### src/rtl/pwm_pkg.sv
package pwm_pkg;
  localparam logic [3:0] WM_FIX8  = 4'd1;
  localparam logic [3:0] WM_FIX9  = 4'd2;
  localparam logic [3:0] WM_FIX10 = 4'd3;
  localparam logic [3:0] WM_CAP   = 4'd10;
  localparam logic [3:0] WM_CMPA  = 4'd11;

  typedef enum logic [2:0] {
    RA_MODE   = 3'd0,
    RA_OUTCFG = 3'd1,
    RA_CMPA   = 3'd2,
    RA_CMPB   = 3'd3,
    RA_CAP    = 3'd4,
    RA_FCLR   = 3'd5
  } reg_addr_e;

  localparam int FL_A   = 0;
  localparam int FL_B   = 1;
  localparam int FL_CAP = 2;
  localparam int FL_OVF = 3;
  localparam int NFLAGS = 4;
endpackage

### src/rtl/pwm_top_sel.sv
module pwm_top_sel #(
  parameter int W = 16
) (
  input  logic [3:0]   mode,
  input  logic [W-1:0] cap_val,
  input  logic [W-1:0] thr_a,
  output logic [W-1:0] top_val
);
  import pwm_pkg::*;

  localparam logic [W-1:0] TOP8  = W'((1 << 8) - 1);
  localparam logic [W-1:0] TOP9  = W'((1 << 9) - 1);
  localparam logic [W-1:0] TOP10 = W'((1 << 10) - 1);

  always_comb begin
    case (mode)
      WM_FIX9:  top_val = TOP9;
      WM_FIX10: top_val = TOP10;
      WM_CAP:   top_val = cap_val;
      WM_CMPA:  top_val = thr_a;
      default:  top_val = TOP8;
    endcase
  end
endmodule

### src/rtl/pwm_counter.sv
module pwm_counter #(
  parameter int W = 16
) (
  input  logic         clk,
  input  logic         rst_n,
  input  logic         tick,
  input  logic [W-1:0] top_val,
  output logic [W-1:0] cnt_q,
  output logic         dir_up_q,
  output logic         at_top,
  output logic         at_bot
);
  logic [W-1:0] cnt_n;
  logic         dir_n;

  assign at_top = dir_up_q && (cnt_q >= top_val);
  assign at_bot = !dir_up_q && (cnt_q == '0);

  always_comb begin
    cnt_n = cnt_q;
    dir_n = dir_up_q;
    if (tick) begin
      if (at_top) begin
        dir_n = 1'b0;
        cnt_n = (cnt_q == '0) ? '0 : cnt_q - W'(1);
      end else if (at_bot) begin
        dir_n = 1'b1;
        cnt_n = W'(1);
      end else if (dir_up_q) begin
        cnt_n = cnt_q + W'(1);
      end else begin
        cnt_n = cnt_q - W'(1);
      end
    end
  end

  always_ff @(posedge clk or negedge rst_n) begin
    if (!rst_n) begin
      cnt_q    <= '0;
      dir_up_q <= 1'b1;
    end else if (tick) begin
      cnt_q    <= cnt_n;
      dir_up_q <= dir_n;
    end
  end
endmodule

### src/rtl/pwm_channel.sv
module pwm_channel #(
  parameter int W = 16
) (
  input  logic         clk,
  input  logic         rst_n,
  input  logic         tick,
  input  logic         shadow_we,
  input  logic [W-1:0] shadow_d,
  input  logic [1:0]   out_mode,
  input  logic [W-1:0] cnt,
  input  logic         dir_up,
  input  logic         at_top,
  output logic [W-1:0] thr_q,
  output logic         match,
  output logic         pin
);
  logic [W-1:0] shadow_q;
  logic         level_q;
  logic         level_n;
  logic         load_en;
  logic         level_en;

  assign match    = tick && (cnt == thr_q);
  assign load_en  = tick && at_top;
  assign level_en = match && out_mode[1];
  assign level_n  = (~dir_up) ^ out_mode[0];
  assign pin      = out_mode[1] & level_q;

  always_ff @(posedge clk or negedge rst_n) begin
    if (!rst_n) shadow_q <= '0;
    else if (shadow_we) shadow_q <= shadow_d;
  end

  always_ff @(posedge clk or negedge rst_n) begin
    if (!rst_n) thr_q <= '0;
    else if (load_en) thr_q <= shadow_q;
  end

  always_ff @(posedge clk or negedge rst_n) begin
    if (!rst_n) level_q <= 1'b0;
    else if (level_en) level_q <= level_n;
  end
endmodule

### src/rtl/pwm_dual_slope.sv
module pwm_dual_slope #(
  parameter int W = 16
) (
  input  logic         clk,
  input  logic         rst_n,
  input  logic         tick,
  input  logic         wr_en,
  input  logic [2:0]   wr_addr,
  input  logic [15:0]  wr_data,
  output logic         pwm_a,
  output logic         pwm_b,
  output logic         flag_cmp_a,
  output logic         flag_cmp_b,
  output logic         flag_cap,
  output logic         flag_ovf
);
  import pwm_pkg::*;

  localparam int NCH = 2;

  logic [3:0]        mode_q;
  logic [2*NCH-1:0]  outcfg_q;
  logic [W-1:0]      cap_q;
  logic [NFLAGS-1:0] flag_q;
  logic [NFLAGS-1:0] flag_set;
  logic [NFLAGS-1:0] flag_clr;
  logic [NFLAGS-1:0] flag_n;
  logic [W-1:0]      top_val;
  logic [W-1:0]      cnt_q;
  logic              dir_up;
  logic              at_top;
  logic              at_bot;
  logic [W-1:0]      ocr_act [NCH];
  logic [NCH-1:0]    ch_match;
  logic [NCH-1:0]    ch_pin;
  logic [NCH-1:0]    ch_we;

  logic wr_mode;
  logic wr_outcfg;
  logic wr_cap;
  logic wr_fclr;

  assign wr_mode   = wr_en && (wr_addr == RA_MODE);
  assign wr_outcfg = wr_en && (wr_addr == RA_OUTCFG);
  assign wr_cap    = wr_en && (wr_addr == RA_CAP);
  assign wr_fclr   = wr_en && (wr_addr == RA_FCLR);
  assign ch_we[0]  = wr_en && (wr_addr == RA_CMPA);
  assign ch_we[1]  = wr_en && (wr_addr == RA_CMPB);

  always_ff @(posedge clk or negedge rst_n) begin
    if (!rst_n) mode_q <= WM_FIX8;
    else if (wr_mode) mode_q <= wr_data[3:0];
  end

  always_ff @(posedge clk or negedge rst_n) begin
    if (!rst_n) outcfg_q <= '0;
    else if (wr_outcfg) outcfg_q <= wr_data[2*NCH-1:0];
  end

  always_ff @(posedge clk or negedge rst_n) begin
    if (!rst_n) cap_q <= '0;
    else if (wr_cap) cap_q <= W'(wr_data);
  end

  pwm_top_sel #(.W(W)) i_top_sel (
    .mode    (mode_q),
    .cap_val (cap_q),
    .thr_a   (ocr_act[0]),
    .top_val (top_val)
  );

  pwm_counter #(.W(W)) i_counter (
    .clk      (clk),
    .rst_n    (rst_n),
    .tick     (tick),
    .top_val  (top_val),
    .cnt_q    (cnt_q),
    .dir_up_q (dir_up),
    .at_top   (at_top),
    .at_bot   (at_bot)
  );

  for (genvar c = 0; c < NCH; c++) begin : g_ch
    pwm_channel #(.W(W)) i_ch (
      .clk       (clk),
      .rst_n     (rst_n),
      .tick      (tick),
      .shadow_we (ch_we[c]),
      .shadow_d  (W'(wr_data)),
      .out_mode  (outcfg_q[2*c +: 2]),
      .cnt       (cnt_q),
      .dir_up    (dir_up),
      .at_top    (at_top),
      .thr_q     (ocr_act[c]),
      .match     (ch_match[c]),
      .pin       (ch_pin[c])
    );
  end

  always_comb begin
    flag_set         = '0;
    flag_set[FL_A]   = ch_match[0] || (tick && at_top && (mode_q == WM_CMPA));
    flag_set[FL_B]   = ch_match[1];
    flag_set[FL_CAP] = tick && at_top && (mode_q == WM_CAP);
    flag_set[FL_OVF] = tick && at_bot;
    flag_clr         = wr_fclr ? wr_data[NFLAGS-1:0] : '0;
    flag_n           = (flag_q & ~flag_clr) | flag_set;
  end

  always_ff @(posedge clk or negedge rst_n) begin
    if (!rst_n) flag_q <= '0;
    else flag_q <= flag_n;
  end

  assign pwm_a      = ch_pin[0];
  assign pwm_b      = ch_pin[1];
  assign flag_cmp_a = flag_q[FL_A];
  assign flag_cmp_b = flag_q[FL_B];
  assign flag_cap   = flag_q[FL_CAP];
  assign flag_ovf   = flag_q[FL_OVF];
endmodule

### config.mk
export PLATFORM = sky130hd
export DESIGN_NAME = pwm_dual_slope
export DESIGN_NICKNAME = d
export VERILOG_FILES = /design/src/rtl/pwm_pkg.sv /design/src/rtl/pwm_top_sel.sv /design/src/rtl/pwm_counter.sv /design/src/rtl/pwm_channel.sv /design/src/rtl/pwm_dual_slope.sv
export SDC_FILE = /design/constraint.sdc
export NUM_CORES = 1
export LEC_CHECK = 0
export BUFFER_PORTS_ARGS = -buffer_cell sky130_fd_sc_hd__buf_2
export CAP_MARGIN = 0
export CORE_ASPECT_RATIO = 0.8
export CORE_MARGIN = 5
export CORE_UTILIZATION = 50
export CTS_BUF_LIST = sky130_fd_sc_hd__clkbuf_4 sky130_fd_sc_hd__clkbuf_8 sky130_fd_sc_hd__clkbuf_16
export DETAILED_ROUTE_END_ITERATION = 6
export GPL_TIMING_DRIVEN = 0
export PLACE_DENSITY = 0.68
export SLEW_MARGIN = 20
export SYNTH_ARGS = -nofsm -noshare
export SYNTH_HDL_FRONTEND = slang
export SYNTH_SLANG_ARGS = --single-unit
### constraint.sdc
create_clock -name clk -period 3.2 [get_ports clk]
set_clock_uncertainty 0.05 [all_clocks]
set_input_delay 0.8 -clock clk [delete_from_list [all_inputs] [get_ports clk]]
set_output_delay 0.8 -clock clk [all_outputs]
set_load 0.01 [all_outputs]
==> results.json, run 1 <==
{
  "rows": 35,
  "n_fill_cell": 889,
  "drt_iter0_markers": 563,
  "ir_drop_v": 0.000359,
  "h-tree-depth": 3,
  "vias": 4765,
  "fin_crit_sh": 1.10,
  "ys_types": 59,
  "timing_hold_violations_final": 0,
  "worst_ep_required_time_ns": 3.36,
  "worstMarginPinSlew_ns": 1.12,
  "maxCapViolations": 0,
  "cts_buffers": 9,
  "core_sq_um": 11600,
  "ys_top_cells_by_area": "dfrtp_1, mux2_2, xor2_1",
  "grt_pass1_wl_um": 26900,
  "synth_ff_type": "dfrtp_1",
  "async_flop_share": 1.00,
  "rrSetupSlack_ns": -0.32,
  "min_period_ns": 3.52,
  "syn2layout_area_growth_pct": 25.8,
  "globalRouteOverflowTotal": 0,
  "finalSetupViolCount": 50,
  "arrival_ns": 3.67,
  "p_leak_nw": 3.25,
  "syn_nets": 579,
  "cts_sinks": 111,
  "port_buffers": 25,
  "cts_tree": "yes",
  "hp-class": "input port to asynchronous set/reset pin",
  "rsz0062_at_grt": "yes",
  "max_clock_freq_mhz": 284,
  "die_area_sq_um": 14200,
  "crit_fanout": 6,
  "place_ws_ns": -0.708,
  "yosysWarnings": 0,
  "violations": "setup timing",
  "wirelength_um": 17100,
  "startpoint_type": "register",
  "worstReg2RegEnd": "i_counter.cnt_q[9]$_DFFE_PN0P_",
  "cts_hold_buf": 0,
  "synth_edf_count": 0,
  "routabilityCongestion": 0.928,
  "synth_seq_cells": 111,
  "dieHeight_um": 108,
  "clk_latency_ns": 0.36,
  "synthCells": 538,
  "track_usage": 0.242,
  "synth_top_area_cell": "dfrtp_1",
  "crit_type": "register to register",
  "drt-vias-per-instance": 6.20,
  "avgSynthCellArea_sq_um": 11.1,
  "drc": 0,
  "ys_seq_area_frac": 0.466,
  "rr_worst_depth": 14,
  "tns_ns": -9.84,
  "clockBufferDepth": 2,
  "status": "finished, violations left",
  "clock-root-buffer": "clkbuf_16",
  "grt_pass1_vias": 4889,
  "ioPinCount": 29,
  "regToRegStartpoint": "mode_q[2]$_DFFE_PN0P_",
  "synthTopCellsByCount": "dfrtp_1, mux2_2, nand2_1",
  "hpwl_um": 11300,
  "die_w_um": 132,
  "slew_headroom": 0.250,
  "syn_area_sq_um": 5960,
  "slew_viol_final": 0,
  "layout.nets": 657,
  "drive_gt1_frac": 0.393,
  "power_density_nw_per_um2": 511,
  "antenna_cells": 0,
  "synth.most_common_cell": "dfrtp_1",
  "synth_top_area_frac": 0.458,
  "avgRoutedWirePerCell_um": 22.3,
  "initial_core_util": 0.514,
  "clk_pin_slew_ns": 0.08,
  "antenna_found_initial": 0,
  "grt_max_degree": 83,
  "ant_nets": 0,
  "worst_slack_ns": -0.318,
  "drt-pass1-iter-count": 7,
  "cp-end-kind": "register"
}
worst max path at each step:
stage	from	to	slack (ns)	depth (start not counted)
finish	mode_q[2]$_DFFE_PN0P_	i_counter.cnt_q[9]$_DFFE_PN0P_	-0.32	14
global route	mode_q[2]$_DFFE_PN0P_	i_counter.cnt_q[15]$_DFFE_PN0P_	-0.44	15
CTS	mode_q[2]$_DFFE_PN0P_	i_counter.cnt_q[15]$_DFFE_PN0P_	-0.28	14
detailed placement	mode_q[2]$_DFFE_PN0P_	g_ch[0].i_ch.thr_q[6]$_DFFE_PN0N_	-0.71	12
global placement	mode_q[2]$_DFFE_PN0P_	g_ch[0].i_ch.thr_q[3]$_DFFE_PN0N_	-0.63	12
floorplan	mode_q[0]$_DFFE_PN1P_	g_ch[0].i_ch.thr_q[10]$_DFFE_PN0N_	-0.07	12
worst max-delay path, stage by stage, from the launching register on:
cell and delay (ns):
dfrtp_1 0.42, nor2b_4 0.16, nand2_2 0.08, or2_4 0.26, o22a_1 0.18, ha_1 0.27, nand2b_4 0.15, a2111oi_4 0.33
a2111oi_4 0.11, buf_4 0.18, or4b_4 0.58, buf_6 0.16, buf_6 0.13, a31oi_4 0.18, a31oi_2 0.13
cells in the final DEF (no fill, tap or decap), types with 4 or more instances in the layout:
cell type and instances:
buf_12 7, ha_1 17, nor4_1 7, inv_1 9
or3_1 5, nand3_1 15, a22oi_2 4, buf_4 28
nor2_1 22, dfrtp_1 108, clkbuf_1 23, buf_2 25
o22ai_1 6, nor2_4 4, o21ai_0 8, a22oi_1 7
nand4_1 9, nand2_1 40, a221oi_2 4, xor2_1 26
nor3_1 15, mux2_2 58, xnor2_1 8, mux2i_1 4
buf_6 16, clkbuf_16 9, mux2_4 31, a21oi_1 11
timing repair:
item,4_1_cts,5_1_grt
cloned,3,0
resized for setup,59,45
buffers inserted,32,11
endpoints found under the setup margin,51,51
pin swaps,26,24
kinds of logic (layout without fill, tap and decap cells):
group | Yosys count | in the layout | synth area share
simple gates | 152 | 152 | 0.129
flops | 111 | 111 | 0.466
mux | 93 | 93 | 0.175
compound gates | 84 | 84 | 0.109
buf+inv | 46 | 129 | 0.0334
xor+xnor | 34 | 34 | 0.0500
fa+ha+maj | 18 | 18 | 0.0378
sequential cells by signal (all words and copies together) (netlist names):
name                count
g_ch.i_ch.shadow_q     32
g_ch.i_ch.thr_q        32
cap_q                  16
i_counter.cnt_q        16
flag_q                  4
mode_q                  4
outcfg_q                4
g_ch.i_ch.level_q       2
i_counter.dir_up_q      1
area by class of cell:
cell class                 count  area, sq um  area share
buffer                        34          223      0.0297
inverter                      10         37.5     0.00501
timing repair buffer          69          593      0.0791
multi-input combinational    381         3390       0.452
clock inverter                 6         53.8     0.00717
clock buffer                  10          239      0.0319
tap                          148          185      0.0247
sequential                   111         2780       0.371
power breakdown:
group / switching, W / internal, W / total (W) / leakage [nW]
sequential: 0.000146 / 0.00160 / 0.00175 / 1.40
combinational: 0.000521 / 0.000421 / 0.000943 / 1.70
clock: 0.000570 / 0.000570 / 0.00114 / 0.148
per-layer routing:
metal / up-vias / global-route usage / routed length (um)
met5: - / 0 / 0
met4: 0 / 0.0727 / 344
met3: 36 / 0.0379 / 937
met2: 181 / 0.388 / 8130
met1: 2427 / 0.341 / 7730
li1: 2121 / - / -
per-stage QoR:
stage,instances,utilization,total power [W],hold slack (ns),area [sq um]
finish,769,0.646,0.00383,0.263,7500
global route,769,0.646,0.00401,0.287,7500
CTS,761,0.627,0.00376,0.276,7280
detailed placement,712,0.554,0.00257,0.416,6430
global placement,711,0.551,0.00253,0.405,6400
floorplan,538,-,0.00231,0.391,6090
Power figures use the tool's default switching activity.
==> inputs of run 2 (changes only) <==
--- a/config.mk
+++ b/config.mk
@@ -13,7 +13,7 @@
 export CTS_BUF_LIST = sky130_fd_sc_hd__clkbuf_4 sky130_fd_sc_hd__clkbuf_8 sky130_fd_sc_hd__clkbuf_16
 export DETAILED_ROUTE_END_ITERATION = 6
 export GPL_TIMING_DRIVEN = 0
-export PLACE_DENSITY = 0.68
+export PLACE_DENSITY = 0.65
 export SLEW_MARGIN = 20
 export SYNTH_ARGS = -nofsm -noshare
 export SYNTH_HDL_FRONTEND = slang
==> constraint.sdc (replaced) <==
create_clock -name clk -period 3.3 [get_ports clk]
set_clock_uncertainty 0.05 [all_clocks]
set_input_delay 0.825 -clock clk [delete_from_list [all_inputs] [get_ports clk]]
set_output_delay 0.825 -clock clk [all_outputs]
set_load 0.01 [all_outputs]
==> results.json, run 2 (synthesis results as in run 1) <==
{
  "slew_viol_final": 0,
  "power_w": 0.00367,
  "clk_pin_slew_ns": 0.08,
  "final_area_sq_um": 7530,
  "drt-pass1-iter-count": 5,
  "final_common_cell": "dfrtp_1",
  "antenna_found_initial": 0,
  "port_buffers": 25,
  "cp-end-kind": "register",
  "grt_pass1_wl_um": 26100,
  "wirelength_um": 16900,
  "rsz0062_at_grt": "yes",
  "initial_core_util": 0.514,
  "cts_tree": "yes",
  "drt-vias-per-instance": 6.13,
  "drt_iter0_markers": 413,
  "grt_max_degree": 79,
  "layout.cells.non_filler": 767,
  "fin_util": 0.649,
  "final_cell_mix": "dfrtp_1, mux2_2, nand2_1, mux2_4",
  "crit_fanout": 7,
  "rows": 35,
  "tns_ns": -7.22,
  "drive_gt1_frac": 0.386,
  "globalRouteOverflowTotal": 0,
  "hp-class": "input port to asynchronous set/reset pin",
  "fin_crit_sh": 1.09,
  "track_usage": 0.236,
  "worst_slack_ns": -0.295,
  "layout.nets": 655,
  "place_inst": 712,
  "dieHeight_um": 108,
  "min_period_ns": 3.59,
  "worst_ep_required_time_ns": 3.52,
  "cts_hold_buf": 0,
  "cts_sinks": 111,
  "grt_pass1_vias": 4632,
  "worstMarginPinSlew_ns": 0.825,
  "maxCapViolations": 0,
  "die_area_sq_um": 14200,
  "slew_headroom": 0.447,
  "syn2layout_area_growth_pct": 26.4,
  "max_clock_freq_mhz": 278,
  "timing_hold_violations_final": 0,
  "finalSetupViolCount": 49,
  "ant_nets": 0,
  "routabilityCongestion": 0.942,
  "die_w_um": 132,
  "hpwl_um": 11400,
  "core_sq_um": 11600,
  "h-tree-depth": 3,
  "antenna_cells": 0,
  "dpl_cell_area_sq_um": 6390,
  "avgRoutedWirePerCell_um": 22.0,
  "clockBufferDepth": 2,
  "violations": "setup timing",
  "cts_buffers": 9,
  "rr_worst_depth": 15,
  "startpoint_type": "register",
  "ir_drop_v": 0.000302,
  "reg.largest.list": "g_ch.i_ch.shadow_q: 32 flops, g_ch.i_ch.thr_q: 32 flops",
  "crit_type": "register to register",
  "arrival_ns": 3.81,
  "power_density_nw_per_um2": 488,
  "ioPinCount": 29,
  "clk_latency_ns": 0.35,
  "vias": 4698,
  "status": "finished, violations left",
  "clock-root-buffer": "clkbuf_16",
  "p_leak_nw": 3.22,
  "drc": 0
}
run 2: worst max-delay path, cell delays in order, from the launching register on:
cell and delay, ns:
dfstp_2 0.54, clkbuf_16 0.14, buf_4 0.11, or2_4 0.14, buf_6 0.14, o22ai_2 0.09, ha_1 0.34, a2111oi_4 0.41
a2111oi_4 0.11, buf_4 0.17, or4b_4 0.58, buf_8 0.16, buf_6 0.13, nor2_2 0.11, o21ai_1 0.10, mux2i_1 0.21
run 2: layer usage:
| metal | track usage | share of wire | vias up |
|---|---|---|---|
| met1 | 0.342 | 0.47 | 2419 |
| met5 | 0 | 0 | - |
| met2 | 0.363 | 0.46 | 155 |
| met3 | 0.0458 | 0.058 | 16 |
| met4 | 0.0639 | 0.013 | 0 |
| li1 | - | - | 2108 |
run 2: final cells by class:
class / instances / area, sq um
fill: 863 / 4070
multi-input combinational: 381 / 3370
sequential: 111 / 2780
timing repair buffer: 67 / 631
clock buffer: 11 / 246
buffer: 34 / 231
tap: 148 / 185
clock inverter: 5 / 47.5
inverter: 10 / 37.5
run 2: repair_timing:
action / 4_1_cts / 5_1_grt
gates cloned: 3 / 1
resized for setup: 40 / 82
pin swaps: 19 / 31
setup endpoints to repair: 51 / 49
setup buffers: 20 / 19
run 2: per-stage QoR:
stage	hold slack, ns	setup WS [ns]
2_1_floorplan	0.391	0.00658
3_3_place_gp	0.408	-0.815
3_5_place_dp	0.412	-0.804
4_1_cts	0.322	-0.239
5_1_grt	0.329	-0.375
6_report	0.312	-0.295
run 2: path summary, 6_finish.rpt:
| path | startpoint | to | slack (ns) |
|---|---|---|---|
| min reg2reg | flag_q[3]$_DFF_PN0_ | flag_q[3]$_DFF_PN0_ | 0.43 |
| min in group clk | flag_q[3]$_DFF_PN0_ | flag_q[3]$_DFF_PN0_ | 0.43 |
| max in group asynchronous | rst_n | i_counter.dir_up_q$_DFFE_PN1P_ | 2.14 |
| max | mode_q[0]$_DFFE_PN1P_ | i_counter.cnt_q[8]$_DFFE_PN0P_ | -0.29 |
| max reg2reg | mode_q[0]$_DFFE_PN1P_ | i_counter.cnt_q[8]$_DFFE_PN0P_ | -0.29 |
| min | rst_n | g_ch[0].i_ch.level_q$_DFFE_PN0P_ | 0.31 |
run 2: where the power goes:
group | switching [W] | total (W) | internal (W)
clock network | 0.000537 | 0.00109 | 0.000558
registers | 0.000138 | 0.00169 | 0.00155
logic | 0.000486 | 0.000888 | 0.000403
